`src/rtl/ivc_pkg.sv`:
```
package ivc_pkg;

    localparam int BYTE_W = 8;

    // Handler address for a slot: base plus two bytes per slot.
    function automatic logic [15:0] ivc_vec_addr(input logic [15:0] base, input logic [3:0] slot);
        return base + {11'd0, slot, 1'b0};
    endfunction

endpackage

```
`src/rtl/ivc_state_next.sv`:
```
module ivc_state_next #(
    parameter int NSLOT  = 16,
    parameter int SLOT_W = 4,
    parameter int NBYTE  = 2,
    parameter int ADDR_W = 3
) (
    input  logic [NSLOT-1:0]  en_q,
    input  logic [NSLOT-1:0]  flag_q,
    input  logic              gie_q,
    input  logic [NSLOT-1:0]  set_i,
    input  logic              ack_i,
    input  logic              vld_q,
    input  logic [SLOT_W-1:0] slot_q,
    input  logic              nmi_shown_i,
    input  logic              wr_en_i,
    input  logic [ADDR_W-1:0] wr_addr_i,
    input  logic [7:0]        wr_data_i,
    output logic [NSLOT-1:0]  en_n,
    output logic [NSLOT-1:0]  flag_n,
    output logic              gie_n
);
    localparam int CTRL_ADDR = 2 * NBYTE;

    logic ack_take;
    assign ack_take = ack_i && vld_q;

    for (genvar i = 0; i < NSLOT; i++) begin : g_slot
        localparam int LANE = i / 8;
        localparam int BITP = i % 8;
        logic hit_en, hit_fl, ack_me;
        assign hit_en = wr_en_i && (wr_addr_i == ADDR_W'(LANE));
        assign hit_fl = wr_en_i && (wr_addr_i == ADDR_W'(NBYTE + LANE));
        assign ack_me = ack_take && (slot_q == SLOT_W'(i));
        assign en_n[i]   = hit_en ? wr_data_i[BITP] : en_q[i];
        // Request pulse beats both the acknowledge clear and a software write.
        assign flag_n[i] = set_i[i] | (~ack_me & (hit_fl ? wr_data_i[BITP] : flag_q[i]));
    end

    always_comb begin
        gie_n = gie_q;
        if (wr_en_i && (wr_addr_i == ADDR_W'(CTRL_ADDR))) begin
            gie_n = wr_data_i[0];
        end
        if (ack_take && !nmi_shown_i) begin
            gie_n = 1'b0;
        end
    end

endmodule

```
`src/rtl/ivc_elig.sv`:
```
module ivc_elig #(
    parameter int NSLOT = 16
) (
    input  logic [NSLOT-1:0] pend_i,
    input  logic [NSLOT-1:0] en_i,
    input  logic             gie_i,
    output logic [NSLOT-1:0] elig_o
);
    for (genvar i = 0; i < NSLOT; i++) begin : g_gate
        if (i == NSLOT - 1) begin : g_reset
            assign elig_o[i] = pend_i[i];
        end else if (i == NSLOT - 2) begin : g_nmi
            assign elig_o[i] = pend_i[i] & en_i[i];
        end else begin : g_mask
            assign elig_o[i] = pend_i[i] & en_i[i] & gie_i;
        end
    end

endmodule

```
`src/rtl/ivc_prio_enc.sv`:
```
module ivc_prio_enc #(
    parameter int NSLOT  = 16,
    parameter int SLOT_W = 4
) (
    input  logic [NSLOT-1:0]  elig_i,
    output logic              found_o,
    output logic [SLOT_W-1:0] idx_o
);
    always_comb begin
        found_o = 1'b0;
        idx_o   = '0;
        for (int i = 0; i < NSLOT; i++) begin
            if (elig_i[i]) begin
                found_o = 1'b1;
                idx_o   = SLOT_W'(i);
            end
        end
    end

endmodule

```
`src/rtl/ivc_rd_mux.sv`:
```
module ivc_rd_mux #(
    parameter int NSLOT  = 16,
    parameter int NBYTE  = 2,
    parameter int ADDR_W = 3
) (
    input  logic [ADDR_W-1:0] rd_addr_i,
    input  logic [NSLOT-1:0]  en_i,
    input  logic [NSLOT-1:0]  view_i,
    input  logic              gie_i,
    output logic [7:0]        rd_data_o
);
    always_comb begin
        rd_data_o = '0;
        for (int b = 0; b < NBYTE; b++) begin
            if (rd_addr_i == ADDR_W'(b)) begin
                rd_data_o = en_i[b*8 +: 8];
            end
            if (rd_addr_i == ADDR_W'(NBYTE + b)) begin
                rd_data_o = view_i[b*8 +: 8];
            end
        end
        if (rd_addr_i == ADDR_W'(2 * NBYTE)) begin
            rd_data_o = {7'd0, gie_i};
        end
    end

endmodule

```
`src/rtl/irq_vector_ctrl.sv`:
```
module irq_vector_ctrl #(
    parameter int               NSLOT      = 16,
    parameter int               VEC_W      = 16,
    parameter logic [VEC_W-1:0] VEC_BASE   = 16'hFFE0,
    parameter logic [NSLOT-1:0] MULTI_MASK = 16'h90BA,
    parameter logic [NSLOT-1:0] FLAG_INIT  = 16'h4100,
    localparam int SLOT_W = $clog2(NSLOT),
    localparam int NBYTE  = NSLOT / 8,
    localparam int ADDR_W = $clog2(2 * NBYTE + 1)
) (
    input  logic              clk_i,
    input  logic              rst_ni,
    input  logic [NSLOT-1:0]  irq_i,
    input  logic              ack_i,
    input  logic              wr_en_i,
    input  logic [ADDR_W-1:0] wr_addr_i,
    input  logic [7:0]        wr_data_i,
    input  logic [ADDR_W-1:0] rd_addr_i,
    output logic [7:0]        rd_data_o,
    output logic              vec_valid_o,
    output logic [SLOT_W-1:0] vec_slot_o,
    output logic [VEC_W-1:0]  vec_addr_o
);
    import ivc_pkg::*;

    localparam int RST_SLOT = NSLOT - 1;
    localparam int NMI_SLOT = NSLOT - 2;

    typedef struct packed {
        logic [NSLOT-1:0]  en;
        logic [NSLOT-1:0]  flag;
        logic              gie;
        logic              vld;
        logic [SLOT_W-1:0] slot;
        logic [VEC_W-1:0]  addr;
    } ivc_state_t;

    ivc_state_t st_d, st_q;

    logic [NSLOT-1:0] en_n, flag_n, flag_keep, pend, elig, view;
    logic             gie_n, found, nmi_shown;
    logic [SLOT_W-1:0] idx;

    assign nmi_shown = (st_q.slot == SLOT_W'(NMI_SLOT));

    ivc_state_next #(
        .NSLOT(NSLOT), .SLOT_W(SLOT_W), .NBYTE(NBYTE), .ADDR_W(ADDR_W)
    ) u_next (
        .en_q        (st_q.en),
        .flag_q      (st_q.flag),
        .gie_q       (st_q.gie),
        .set_i       (irq_i & ~MULTI_MASK),
        .ack_i       (ack_i),
        .vld_q       (st_q.vld),
        .slot_q      (st_q.slot),
        .nmi_shown_i (nmi_shown),
        .wr_en_i     (wr_en_i),
        .wr_addr_i   (wr_addr_i),
        .wr_data_i   (wr_data_i),
        .en_n        (en_n),
        .flag_n      (flag_n),
        .gie_n       (gie_n)
    );

    // Multi-source slots keep no flag here; their line is taken live.
    assign flag_keep = flag_n & ~MULTI_MASK;
    assign pend      = (irq_i & MULTI_MASK) | flag_keep;

    ivc_elig #(.NSLOT(NSLOT)) u_elig (
        .pend_i (pend),
        .en_i   (en_n),
        .gie_i  (gie_n),
        .elig_o (elig)
    );

    ivc_prio_enc #(.NSLOT(NSLOT), .SLOT_W(SLOT_W)) u_prio (
        .elig_i  (elig),
        .found_o (found),
        .idx_o   (idx)
    );

    assign view = (irq_i & MULTI_MASK) | st_q.flag;

    ivc_rd_mux #(.NSLOT(NSLOT), .NBYTE(NBYTE), .ADDR_W(ADDR_W)) u_rd (
        .rd_addr_i (rd_addr_i),
        .en_i      (st_q.en),
        .view_i    (view),
        .gie_i     (st_q.gie),
        .rd_data_o (rd_data_o)
    );

    always_comb begin
        st_d      = st_q;
        st_d.en   = en_n;
        st_d.flag = flag_keep;
        st_d.gie  = gie_n;
        st_d.vld  = found;
        st_d.slot = found ? idx : '0;
        st_d.addr = found ? VEC_W'(ivc_vec_addr(16'(VEC_BASE), 4'(idx))) : '0;
    end

    always_ff @(posedge clk_i or negedge rst_ni) begin
        if (!rst_ni) begin
            st_q <= '{en: '0, flag: (FLAG_INIT & ~MULTI_MASK), gie: 1'b0,
                      vld: 1'b0, slot: '0, addr: '0};
        end else begin
            st_q <= st_d;
        end
    end

    assign vec_valid_o = st_q.vld;
    assign vec_slot_o  = st_q.slot;
    assign vec_addr_o  = st_q.addr;

    AST_RESET_SLOT_WINS: assert property (@(posedge clk_i) disable iff (!rst_ni)
        irq_i[RST_SLOT] |=> (vec_valid_o && vec_slot_o == SLOT_W'(RST_SLOT)));
    AST_NMI_NEEDS_ENABLE: assert property (@(posedge clk_i) disable iff (!rst_ni)
        (vec_valid_o && vec_slot_o == SLOT_W'(NMI_SLOT)) |-> st_q.en[NMI_SLOT]);
    AST_MASKABLE_NEEDS_GIE: assert property (@(posedge clk_i) disable iff (!rst_ni)
        (vec_valid_o && vec_slot_o < SLOT_W'(NMI_SLOT)) |-> (st_q.gie && st_q.en[vec_slot_o]));
    AST_ADDR_IN_TABLE: assert property (@(posedge clk_i) disable iff (!rst_ni)
        vec_valid_o |-> (vec_addr_o >= VEC_BASE && !vec_addr_o[0]));
    AST_ACK_DROPS_GIE: assert property (@(posedge clk_i) disable iff (!rst_ni)
        (ack_i && vec_valid_o && vec_slot_o != SLOT_W'(NMI_SLOT)) |=> !st_q.gie);
    AST_NMI_ACK_KEEPS_GIE: assert property (@(posedge clk_i) disable iff (!rst_ni)
        (ack_i && vec_valid_o && vec_slot_o == SLOT_W'(NMI_SLOT) && !wr_en_i)
        |=> (st_q.gie == $past(st_q.gie)));

endmodule

```
`config.mk`:
```
export PLATFORM = sky130hd
export DESIGN_NAME = irq_vector_ctrl
export DESIGN_NICKNAME = d
export VERILOG_FILES = /design/src/rtl/ivc_pkg.sv /design/src/rtl/ivc_state_next.sv /design/src/rtl/ivc_elig.sv /design/src/rtl/ivc_prio_enc.sv /design/src/rtl/ivc_rd_mux.sv /design/src/rtl/irq_vector_ctrl.sv
export SDC_FILE = /design/constraint.sdc
export NUM_CORES = 1
export LEC_CHECK = 0
export ABC_CLOCK_PERIOD_IN_PS = 3940
export BUFFER_PORTS_ARGS = -buffer_cell sky130_fd_sc_hd__buf_4
export CAP_MARGIN = 30
export CORE_ASPECT_RATIO = 1.75
export CORE_MARGIN = 2
export CORE_UTILIZATION = 56
export CTS_CLUSTER_SIZE = 40
export DETAILED_ROUTE_END_ITERATION = 6
export PLACE_DENSITY = 0.85
export SLEW_MARGIN = 10
export SYNTH_ARGS = -nofsm -noshare
export SYNTH_HDL_FRONTEND = slang
export SYNTH_HIERARCHICAL = 1
export SYNTH_SLANG_ARGS = --single-unit
```
`constraint.sdc`:
```
create_clock -name clk_i -period 3.94 [get_ports clk_i]
set_input_delay 0.394 -clock clk_i [delete_from_list [all_inputs] [get_ports clk_i]]
set_output_delay 0.394 -clock clk_i [all_outputs]
set_load 0.005 [all_outputs]
```
* Word-level counts from Yosys, hierarchy flattened
Index checks and enable logic that the tools add are counted.
Word-level totals: flip-flop bits (word level) 47
Operators by class: add/subtract/negate cells 1, equality and inequality tests 16, multiplexer cells 64, bitwise operators 58, reductions and logical operators 20
Operators with widths (number):
- 2-to-1 mux 1 bit | 43
- 2-to-1 mux 8 bit | 5
- AND 1 bit | 38
- 2-to-1 mux 4 bit | 9
- OR 16 x 15 -> 16 bit | 2
- == test 4 bit, second input constant | 6
- logical AND 1 bit | 16
- 2-to-1 mux 16 bit | 1
- == test 3 x 2 -> 1 bit, second input constant | 4
- 2-to-1 mux 3 bit | 4
- inverter 1 bit | 9
- OR 1 bit | 9
- adder 6 x 6 -> 7 bit, first input constant | 1
- == test 3 x 1 -> 1 bit, second input constant | 2
- == test 3 bit, second input constant | 2
- zero test 3 bit | 2
- == test 4 x 2 -> 1 bit, second input constant | 1
- == test 4 x 3 -> 1 bit, second input constant | 1
- zero test 4 bit | 1
- 2-to-1 mux 2 bit | 2
- zero test 1 bit | 1

* Logic depth before layout (Yosys ltp)
Gate-level depths: netlist (run 1).
depth in word-level cells 25, gate-level depth with buffers 9, gate-level depth less buffers 8

* Cells and area by module
The synthesis (run 1) kept the hierarchy.
Modules (own cells, without submodules):
- irq_vector_ctrl | instances 1, cells an instance 57, area an instance 967.2 µm², sequential area each 778.2 µm²
- ivc_state_next | instances 1, cells an instance 95, area an instance 679.4 µm², sequential area each 0.0 µm²
- ivc_rd_mux | instances 1, cells an instance 22, area an instance 266.5 µm², sequential area each 0.0 µm²
- ivc_prio_enc | instances 1, cells an instance 29, area an instance 161.4 µm², sequential area each 0.0 µm²
- ivc_elig | instances 1, cells an instance 17, area an instance 117.6 µm², sequential area each 0.0 µm²

* Worst setup path before layout (run 1)
Ideal clock, no wire load.
kind input to register, start input port wr_addr_i[1], end register st_q, in the netlist vec_slot_o[0], arrival time 2218 ps, required time 3821 ps, setup slack 1603 ps, stages 9, buffers on the path 1, cells stage by stage nor4bb_1 > mux2i_1 > a31oi_1 > buf_6 > and3_1 > or3b_1 > a311oi_1 > a31oi_1 > and2_1
RTL lines:
- from (decl) | line irq_vector_ctrl.sv:16 | input logic [ADDR_W-1:0] wr_addr_i,
- to (signal assigned) | line irq_vector_ctrl.sv:104 | st_q <= '{en: '0, flag: (FLAG_INIT & ~MULTI_MASK), gie: 1'b0,
- to (signal assigned) | line irq_vector_ctrl.sv:107 | st_q <= st_d;
- to (decl) | line irq_vector_ctrl.sv:38 | ivc_state_t st_d, st_q;

==> results by group, run 1 <==
STA
  – Final setup TNS: 0 ns
  – Tcrit/Tclk final: 66.36%
  – Setup WS post-layout: 1.325 ns
  – Slew HR: about half
  – Worst slew pin tran: 0.7196 ns
  – Slew Viols, Final: 0
  – RSZ-0062 raised after global routing: false
  – Endpoints failing hold: 0
  – Final setup vio count: 0
  – Max Freq: ~380 MHz
  – Clock period minus worst slack: around 2.6 ns
  – Final clock skew: about 0.0042 ns

Power
  – Pwr per Cell Area: approximately 420 nW/um^2
  – Worst vdd ir: ~400 uV
  – Leak pwr: around 0.0011 uW

Place
  – Number of port buffers: between 60 and 70
  – Placement-stage worst setup slack: around 0.84 ns
  – Placer Congestion: around 1
  – HPWL after DPL: 3884 um

Clock network
  – Clock Path Buffers: 2
  – TritonCTS clock tree: done
  – Post-CTS Hold Buffers: 0
  – CTS Buf Count: 5
  – Clk Latency, worst-skew pair: ~0.29 ns
  – Post-CTS sizing: 0
  – Worst-path clk slew: about 0.060 ns
  – H-tree depth: 2
  – Clk root buf: clkbuf_8
  – # Post-CTS Setup Buffers: 0
  – # clock sinks: 31

Global routing
  – Overall Global Routing Usage: a little over a quarter
  – Overflow after GRT: 0
  – Largest net degree at the start of global routing: 32
  – Vias in the first global route: roughly 1700
  – Number of antenna violations at the first check in global routing: 0
  – First-pass GRT wire length: roughly 8300 um

Floorplanning
  – Die Y: 83.91 um
  – Io pins: 63
  – Row count: 29
  – Die area: 4167 sq um
  – CORE AREA: ~3600 sq um
  – Initial cell density of the core: 57.46%
  – Die X: between 40 and 50 um

Setup path
  – CP max stage delay: between 0.6 and 0.7 ns
  – Crit-path slowest cell: dfrtp_1
  – CP arrival: about 2.8 ns
  – Critical Path Start Type: register
  – Crit path depth: 7
  – Max FO, Critical Path: 17
  – Crit. End Element: register
  – CP Class: reg -> reg
  – Reg2reg path depth: 7
  – Worst Path Required: 4.12 ns
  – Critical path buffers and inverters: 0
  – Critical path, cell by cell: nand4b_1 -> nor3_1 -> nor3_1 -> and2_1 -> nor4_1 -> nand4_1 -> and2_1
  – Top cell family by delay on the critical path: simple AND/OR/NAND/NOR gates

Final layout
  – Nets: about 270
  – Most frequent cells in the layout: 62 x buf_4, 29 x dfrtp_1, 29 x nor3_1
  – Area growth, synth to finish: 20.94%
  – Layout cells sized above 1: between 40 and 50%
  – Filler Cell Count: between 200 and 300
  – N_diodes: 0
  – Commonest non-fill, non-tap cell in the layout: buf_4

Routing
  – Post-Route WL: roughly 5300 um
  – Remaining DRCs: 0
  – Drt pass-1 iters: 4
  – Antenna Nets Post-Route: 0
  – 1st-iter DRT viols: 47
  – Vias per cell: between 5 and 6
  – Wirelength per Cell: ~19 um
  – DR vias: 1689

Job
  – Max-Cap Viols: 0

Outcome
  – Status: completed

Worst hold path
  – HP Class: in -> async

Yosys
  – Post-synthesis cell area: 2043 sq um
  – Cells after Synth: roughly 190
  – Syn_area_per_cell: approximately 11 sq um
  – Syn nets: roughly 230
  – Yosys Warn Count: 6
## flip-flops by register name, indices dropped and copies added, names as in the netlist
register    cells
st_q           26
vec_addr_o      2
vec_slot_o      3
## stage by stage
step	util, %	cell area (sq um)	hold WS (ns)	power [uW]	std cells
6_report	69.49	2471	0.02826	1029	284
3_3_place_gp	66.47	2364	0.3453	744.1	275
3_5_place_dp	66.47	2364	0.3498	753.7	275
2_1_floorplan	-	2043	0.09841	646.8	194
4_1_cts	69.28	2464	0.02911	1037	283
5_1_grt	69.49	2471	0.05265	1083	284
## area by class of cell
class                   count  area [sq um]  share of cell area [%]
inverters                   2         7.507                  0.3038
well taps                  46         57.56                   2.329
multi-input cells         134          1055                   42.68
flip-flops and latches     31         778.2                   31.49
clock buffers               8         100.1                   4.051
repair buffers             63         473.0                   19.14
## worst reg2reg max path, stage by stage (launching register included)
cell      delay, ns
dfrtp_1        0.65
nand4b_1       0.32
nor3_1         0.27
nor3_1         0.09
and2_1         0.22
nor4_1         0.45
nand4_1        0.26
and2_1         0.24
## worst paths after layout
check / start / slack, ns / to
setup / recovery: vec_addr_o[14] / 1.33 / vec_slot_o[1]
hold / removal: rst_ni / 0.03 / st_q[48]
setup reg to reg: vec_addr_o[14] / 1.33 / vec_slot_o[1]
hold reg to reg: st_q[53] / 0.50 / st_q[53]
max in group asynchronous: rst_ni / 3.59 / st_q[30]
min in group clk_i: irq_i[0] / 0.34 / st_q[22]
## power breakdown
| group | total [uW] | switching, uW | internal (uW) | leakage (uW) |
|---|---|---|---|---|
| combinational | 321 | 131 | 190 | 0.000670 |
| clock | 277 | 118 | 159 | 0.0000515 |
| sequential | 431 | 53.3 | 377 | 0.000348 |
| total | 1030 | 302 | 727 | 0.00107 |
## metal layers
layer | global-route usage (%) | up-vias | share of wire (%)
li1 | - | 785 | -
met1 | 31.69 | 816 | 37
met2 | 45.82 | 80 | 54
met3 | 5.556 | 8 | 6.9
met4 | 14.90 | 0 | 2.1
met5 | 0 | - | 0
(Power assumes the default switching activity.)
==> run 2: changes to the inputs <==
ABC_CLOCK_PERIOD_IN_PS = 2700   (was 3940)
CORE_UTILIZATION = 52   (was 56)
PLACE_DENSITY = 0.8   (was 0.85)
clock period = 2.7 ns   (was 3.94 ns; I/O delays follow)
==> results by group, run 2 (synthesis gave the netlist of run 1 again) <==
Outcome
  – Status: completed

Setup path
  – Worst Path Required: 2.87 ns (-1.25 ns)
  – Top cell family by delay on the critical path: simple AND/OR/NAND/NOR gates
  – Critical path buffers and inverters: 0 (unchanged)
  – CP arrival: 2.52 ns (-0.28 ns)
  – Critical path, cell by cell: nand4b_1 -> nor3_1 -> nor3_1 -> and3_1 -> nor4_1 -> nand4_1 -> and2_1
  – Reg-to-Reg Start: vec_slot_o[1]
  – Reg2Reg Setup Slack: 0.35 ns (-0.97 ns)
  – Cell mode on critical path: nor3_1
  – CP max stage delay: 0.46 ns (-0.19 ns)
  – Critical Path Source: vec_slot_o[1]
  – Crit-path slowest cell: dfrtp_1
  – Critical Path Start Type: register
  – Reg-to-reg endpoint: vec_slot_o[1]
  – Reg2reg path depth: 7 (unchanged)
  – Crit path depth: 7 (unchanged)
  – CP Class: reg -> reg
  – Crit. End Element: register
  – Max FO, Critical Path: 7 (-10)

STA
  – Endpoints failing hold: 0 (unchanged)
  – Setup WS post-layout: 0.3516 ns (-0.9739 ns)
  – Final setup TNS: 0 ns (unchanged)
  – Clock period minus worst slack: 2.348 ns (-0.2661 ns)
  – Final clock skew: 0.005493 ns (+0.001251 ns)
  – Hold WS: 0.2376 ns (+0.2093 ns)
  – Final setup vio count: 0 (unchanged)
  – Tcrit/Tclk final: 86.98% (+21 points)
  – RSZ-0062 raised after global routing: false
  – Slew Viols, Final: 0 (unchanged)
  – Max Freq: 425.8 MHz (+11%)

Routing
  – DR vias: 1660 (-1.7%)
  – Drt pass-1 iters: 4 (unchanged)
  – Antenna Nets Post-Route: 0 (unchanged)
  – Remaining DRCs: 0 (unchanged)
  – Wirelength per Cell: 17.80 um (-4.0%)
  – Vias per cell: 5.724 (-3.8%)
  – 1st-iter DRT viols: 43 (-8.5%)
  – Post-Route WL: 5161 um (-2.0%)

Place
  – Placer Congestion: 0.9378 (-6.4%)
  – Number of port buffers: 61 (unchanged)
  – Placement-stage worst setup slack: 0.1532 ns (-0.6847 ns)
  – HPWL after DPL: 3877 um (-0.18%)
  – Placed inst area: 2396 sq um (+1.4%)

Worst hold path
  – Worst Hold Launch: irq_i[2]
  – Hold Path Depth: 2
  – Worst Hold End: st_q[24]
  – HP Class: in -> reg

Final layout
  – Area growth, synth to finish: 23.51%
  – Most frequent cells in the layout: 66 x buf_4, 29 x dfrtp_1, 29 x nor3_1
  – Nets: 275 (+1.5%)
  – N_diodes: 0 (unchanged)
  – Layout cells sized above 1: 43.80% (+0.94 points)
  – Largest Register: st_q
  – Post-Layout Inst Area: 2524 sq um (+2.1%)
  – Commonest non-fill, non-tap cell in the layout: buf_4
  – FF/Latch Area: 778.2 sq um (unchanged)
  – Filler Cell Count: 328 (+10%)
  – Multi-input logic area: 1055 sq um (unchanged)
  – Max reg flops: 26 (unchanged)

Global routing
  – Routing usage on met1: 29.95% (-1.7 points)
  – Largest net degree at the start of global routing: 32 (unchanged)
  – Vias in the first global route: 1664 (-3.1%)
  – Overall Global Routing Usage: 25.20% (-2.1 points)
  – Number of antenna violations at the first check in global routing: 0 (unchanged)
  – Overflow after GRT: 0 (unchanged)
  – First-pass GRT wire length: 8155 um (-2.2%)
  – M2 GR Usage: 44.52% (-1.3 points)
  – GRT busiest layer: met2
  – GR Layer Usage met3: 3.608% (-1.9 points)

Floorplanning
  – CORE AREA: 3829 sq um (+7.7%)
  – Initial cell density of the core: 53.37% (-4.1 points)
  – Die Y: 86.92 um (+3.6%)
  – Io pins: 63 (unchanged)
  – Die area: 4466 sq um (+7.2%)
  – Row count: 30 (+3.4%)
  – Die X: 51.39 um (+3.5%)

Clock network
  – CTS Buf Count: 5 (unchanged)
  – TritonCTS clock tree: done
  – H-tree depth: 2 (unchanged)
  – Clk Latency, worst-skew pair: 0.28 ns (about the same)
  – Clk root buf: clkbuf_8
  – # clock sinks: 31 (unchanged)
  – Clock Path Buffers: 2 (unchanged)
  – Worst-path clk slew: 0.07 ns (about the same)

Power
  – Clk pwr share: 29.7% (+2.8 points)
  – Flop pwr share: 39.5% (-2.4 points)
  – Pwr per Cell Area: 623.8 nW/um^2 (+50%)
  – Psw: 439.3 uW (+45%)
  – Int Power: 1135 uW (+56%)
  – Worst vdd ir: 833.2 uV (+110%)
  – Leak pwr: 0.001098 uW (+2.7%)
  – Logic pwr share: 30.9% (-0.3 points)
  – Sw frac: 27.91% (-1.4 points)

Job
  – Max-Cap Viols: 0 (unchanged)
## run 2: how the worst max path moves through the flow
stage,end,slack (ns)
2_1_floorplan,vec_slot_o[0],0.49
3_5_place_dp,vec_slot_o[1],0.15
6_report,vec_slot_o[1],0.35
5_1_grt,vec_slot_o[1],0.20
3_3_place_gp,vec_slot_o[0],0.23
4_1_cts,vec_slot_o[0],0.37
## run 2: area by class of cell
| type | count | area share (%) |
|---|---|---|
| clock buffer | 6 | 3.272 |
| inverter | 2 | 0.2975 |
| tap | 48 | 2.380 |
| sequential | 31 | 30.84 |
| timing repair buffer | 67 | 20.03 |
| multi-input combinational | 134 | 41.79 |
| clock inverter | 2 | 1.388 |
## run 2: metrics by stage
| stage | utilization [%] | total power [uW] | instances |
|---|---|---|---|
| 3_3_place_gp | 62.58 | 1099 | 281 |
| 4_1_cts | 65.92 | 1582 | 290 |
| 2_1_floorplan | - | 943.8 | 194 |
| 3_5_place_dp | 62.58 | 1113 | 281 |
| 5_1_grt | 65.92 | 1657 | 290 |
| 6_report | 65.92 | 1574 | 290 |
## run 2: power by group through the flow
stage / Combinational (uW) / Clock (uW) / Sequential, uW
floorplan: 332 / 0 / 612
global placement: 475 / 0 / 623
detailed placement: 484 / 0 / 628
CTS: 487 / 475 / 620
global route: 524 / 498 / 634
finish: 486 / 467 / 621
## run 2: repair_timing
item,in CTS,in global routing
buffers inserted,0,0
gates resized for setup,0,0
hold endpoints to repair,29,0
hold buffers,1,0
setup endpoints to repair,0,0
## run 2: metal layers
layer | vias up | wire [um]
li1 | 792 | -
met3 | 10 | 233
met1 | 810 | 1966
met4 | 0 | 109
met2 | 48 | 2851
met5 | - | 0
==> run 3: changes to the inputs <==
ABC_CLOCK_PERIOD_IN_PS = 2400   (was 2700)
CORE_MARGIN = default   (was 2)
clock period = 2.4 ns   (was 2.7 ns; I/O delays follow)
==> results by group, run 3 (synthesis gave the netlist of run 1 again) <==
Outcome
  – Status: completed

Setup path
  – CP Class: reg -> reg
  – Crit. End Element: register
  – Worst Path Required: 2.58 ns (-0.29 ns)
  – Reg-to-reg endpoint: vec_slot_o[1]
  – Max FO, Critical Path: 8 (+1)
  – Reg2reg path depth: 7 (unchanged)
  – Reg-to-Reg Start: vec_slot_o[2]
  – CP arrival: 2.48 ns (-0.04 ns)
  – Critical Path Start Type: register
  – Reg2Reg Setup Slack: 0.10 ns (-0.25 ns)

Power
  – Flop pwr share: 42.0% (+2.5 points)
  – Pwr per Cell Area: 648.2 nW/um^2 (+3.9%)
  – Psw: 502.8 uW (+14%)
  – Sw frac: 30.21% (+2.3 points)
  – Clk pwr share: 23.7% (-6.0 points)
  – Leak pwr: 0.001128 uW (+2.7%)
  – Logic pwr share: 34.3% (+3.4 points)
  – Int Power: 1161 uW (+2.3%)
  – Worst vdd ir: 557.7 uV (-33%)

Clock network
  – # Post-CTS Setup Buffers: 0 (unchanged)
  – Clk Latency, worst-skew pair: 0.29 ns (about the same)
  – CTS Buf Count: 5 (unchanged)
  – TritonCTS clock tree: done
  – Clk root buf: clkbuf_8
  – # clock sinks: 31 (unchanged)
  – Worst-path clk slew: 0.07 ns (about the same)
  – Clock Path Buffers: 2 (unchanged)
  – H-tree depth: 2 (unchanged)

Floorplanning
  – Die X: 49.39 um (-3.9%)
  – Die Y: 84.92 um (-2.3%)
  – Row count: 29 (-3.3%)
  – CORE AREA: 3701 sq um (-3.3%)
  – Initial cell density of the core: 55.21% (+1.8 points)
  – Io pins: 63 (unchanged)
  – Die area: 4194 sq um (-6.1%)

Global routing
  – First-pass GRT wire length: 8625 um (+5.8%)
  – Largest net degree at the start of global routing: 32 (unchanged)
  – Vias in the first global route: 1820 (+9.4%)
  – Overflow after GRT: 0 (unchanged)
  – Number of antenna violations at the first check in global routing: 0 (unchanged)
  – Overall Global Routing Usage: 27.89% (+2.7 points)

Routing
  – Wirelength per Cell: 18.29 um (+2.8%)
  – Remaining DRCs: 0 (unchanged)
  – Antenna Nets Post-Route: 0 (unchanged)
  – DR vias: 1760 (+6.0%)
  – Post-Route WL: 5433 um (+5.3%)
  – Drt pass-1 iters: 4 (unchanged)
  – Vias per cell: 5.926 (+3.5%)
  – 1st-iter DRT viols: 71 (+65%)

STA
  – Final setup vio count: 0 (unchanged)
  – Tcrit/Tclk final: 95.68% (+8.7 points)
  – Max Freq: 435.5 MHz (+2.3%)
  – Final clock skew: 0.009010 ns (+0.003517 ns)
  – Final setup TNS: 0 ns (unchanged)
  – Slew Viols, Final: 0 (unchanged)
  – Hold WS: 0.1876 ns (-0.04999 ns)
  – Endpoints failing hold: 0 (unchanged)
  – Clock period minus worst slack: 2.296 ns (-0.05207 ns)

Final layout
  – Area growth, synth to finish: 25.66%
  – Post-Layout Inst Area: 2567 sq um (+1.7%)
  – Largest Register: st_q
  – Filler Cell Count: 318 (-3.0%)
  – Max reg flops: 26 (unchanged)
  – Nets: 284 (+3.3%)
  – N_diodes: 0 (unchanged)
  – Post-Layout Cell Count: 297 (+2.4%)
  – Layout cells sized above 1: 46.22% (+2.4 points)
  – Most frequent cells in the layout: 75 x buf_4, 29 x dfrtp_1, 29 x nor3_1
  – Final core utilization: 69.37% (+3.5 points)
  – Commonest non-fill, non-tap cell in the layout: buf_4

Job
  – Max-Cap Viols: 0 (unchanged)

Place
  – Placed inst area: 2461 sq um (+2.7%)
  – Number of instances in the placed design: 288 (+2.5%)
  – Placer Congestion: 1.010 (+7.7%)
  – HPWL after DPL: 4083 um (+5.3%)
  – Number of port buffers: 61 (unchanged)

Worst hold path
  – Worst Hold End: st_q[24]
  – HP Class: in -> reg
  – Worst Hold Launch: irq_i[2]
  – Hold Path Depth: 2 (unchanged)
## run 3: cell types whose count changed in the layout (fill, tap and decap cells not counted), sizes merged
cell	change
bufinv	-1
clkbuf	+1
buf	+9
## run 3: how the worst max path moves through the flow
stage / cells after the start / slack [ns] / endpoint / startpoint
after detailed placement: 8 / -0.09 / vec_slot_o[1] / wr_addr_i[1]
after floorplan: 9 / 0.20 / vec_slot_o[0] / vec_slot_o[0]
after global routing: 8 / -0.02 / vec_slot_o[0] / vec_slot_o[0]
after CTS: 7 / 0.07 / vec_slot_o[1] / vec_slot_o[2]
after global placement: 9 / -0.01 / vec_slot_o[0] / wr_addr_i[1]
final: 7 / 0.10 / vec_slot_o[1] / vec_slot_o[2]
## run 3: critical path: stages (launching register included)
cell and delay (ns):
dfrtp_1 0.46, nand2b_2 0.26, nor3_1 0.21, nor3_1 0.10, and3_1 0.24, nor4_2 0.45, nand4_1 0.25, and2_1 0.22
## run 3: routing by layer
layer / GRT usage, % / vias up / part of all wire [%]
li1: - / 811 / -
met1: 31.88 / 861 / 37
met2: 48.94 / 73 / 55
met3: 4.480 / 15 / 5.0
met4: 14.81 / 0 / 3.3
met5: 0 / - / 0
## run 3: final cells by class
class / count / area, sq um / area share (%)
multi-input combinational: 134 / 1070 / 41.67
sequential: 31 / 778.2 / 30.31
timing repair buffer: 76 / 573.1 / 22.32
clock buffer: 7 / 76.32 / 2.973
tap: 46 / 57.56 / 2.242
inverter: 2 / 7.507 / 0.2924
clock inverter: 1 / 5.005 / 0.1949
## run 3: per-stage QoR
stage | setup slack [ns] | total power [uW]
4_1_cts | 0.07311 | 1666
6_report | 0.1036 | 1664
2_1_floorplan | 0.1986 | 1062
5_1_grt | -0.01935 | 1748
3_3_place_gp | -0.01085 | 1254
3_5_place_dp | -0.09088 | 1270
## run 3: repair_timing
action                     in CTS  in global routing
hold endpoints to repair       29                  0
hold buffers                    1                  0
gates resized for setup         0                  3
setup endpoints to repair       0                  4
## run 3: power groups by stage
stage | combinational (uW) | clock (uW) | sequential (uW)
floorplan | 373 | 0 | 688
global placement | 552 | 0 | 702
detailed placement | 563 | 0 | 708
CTS | 566 | 402 | 698
global route | 616 | 420 | 712
finish | 570 | 394 | 700
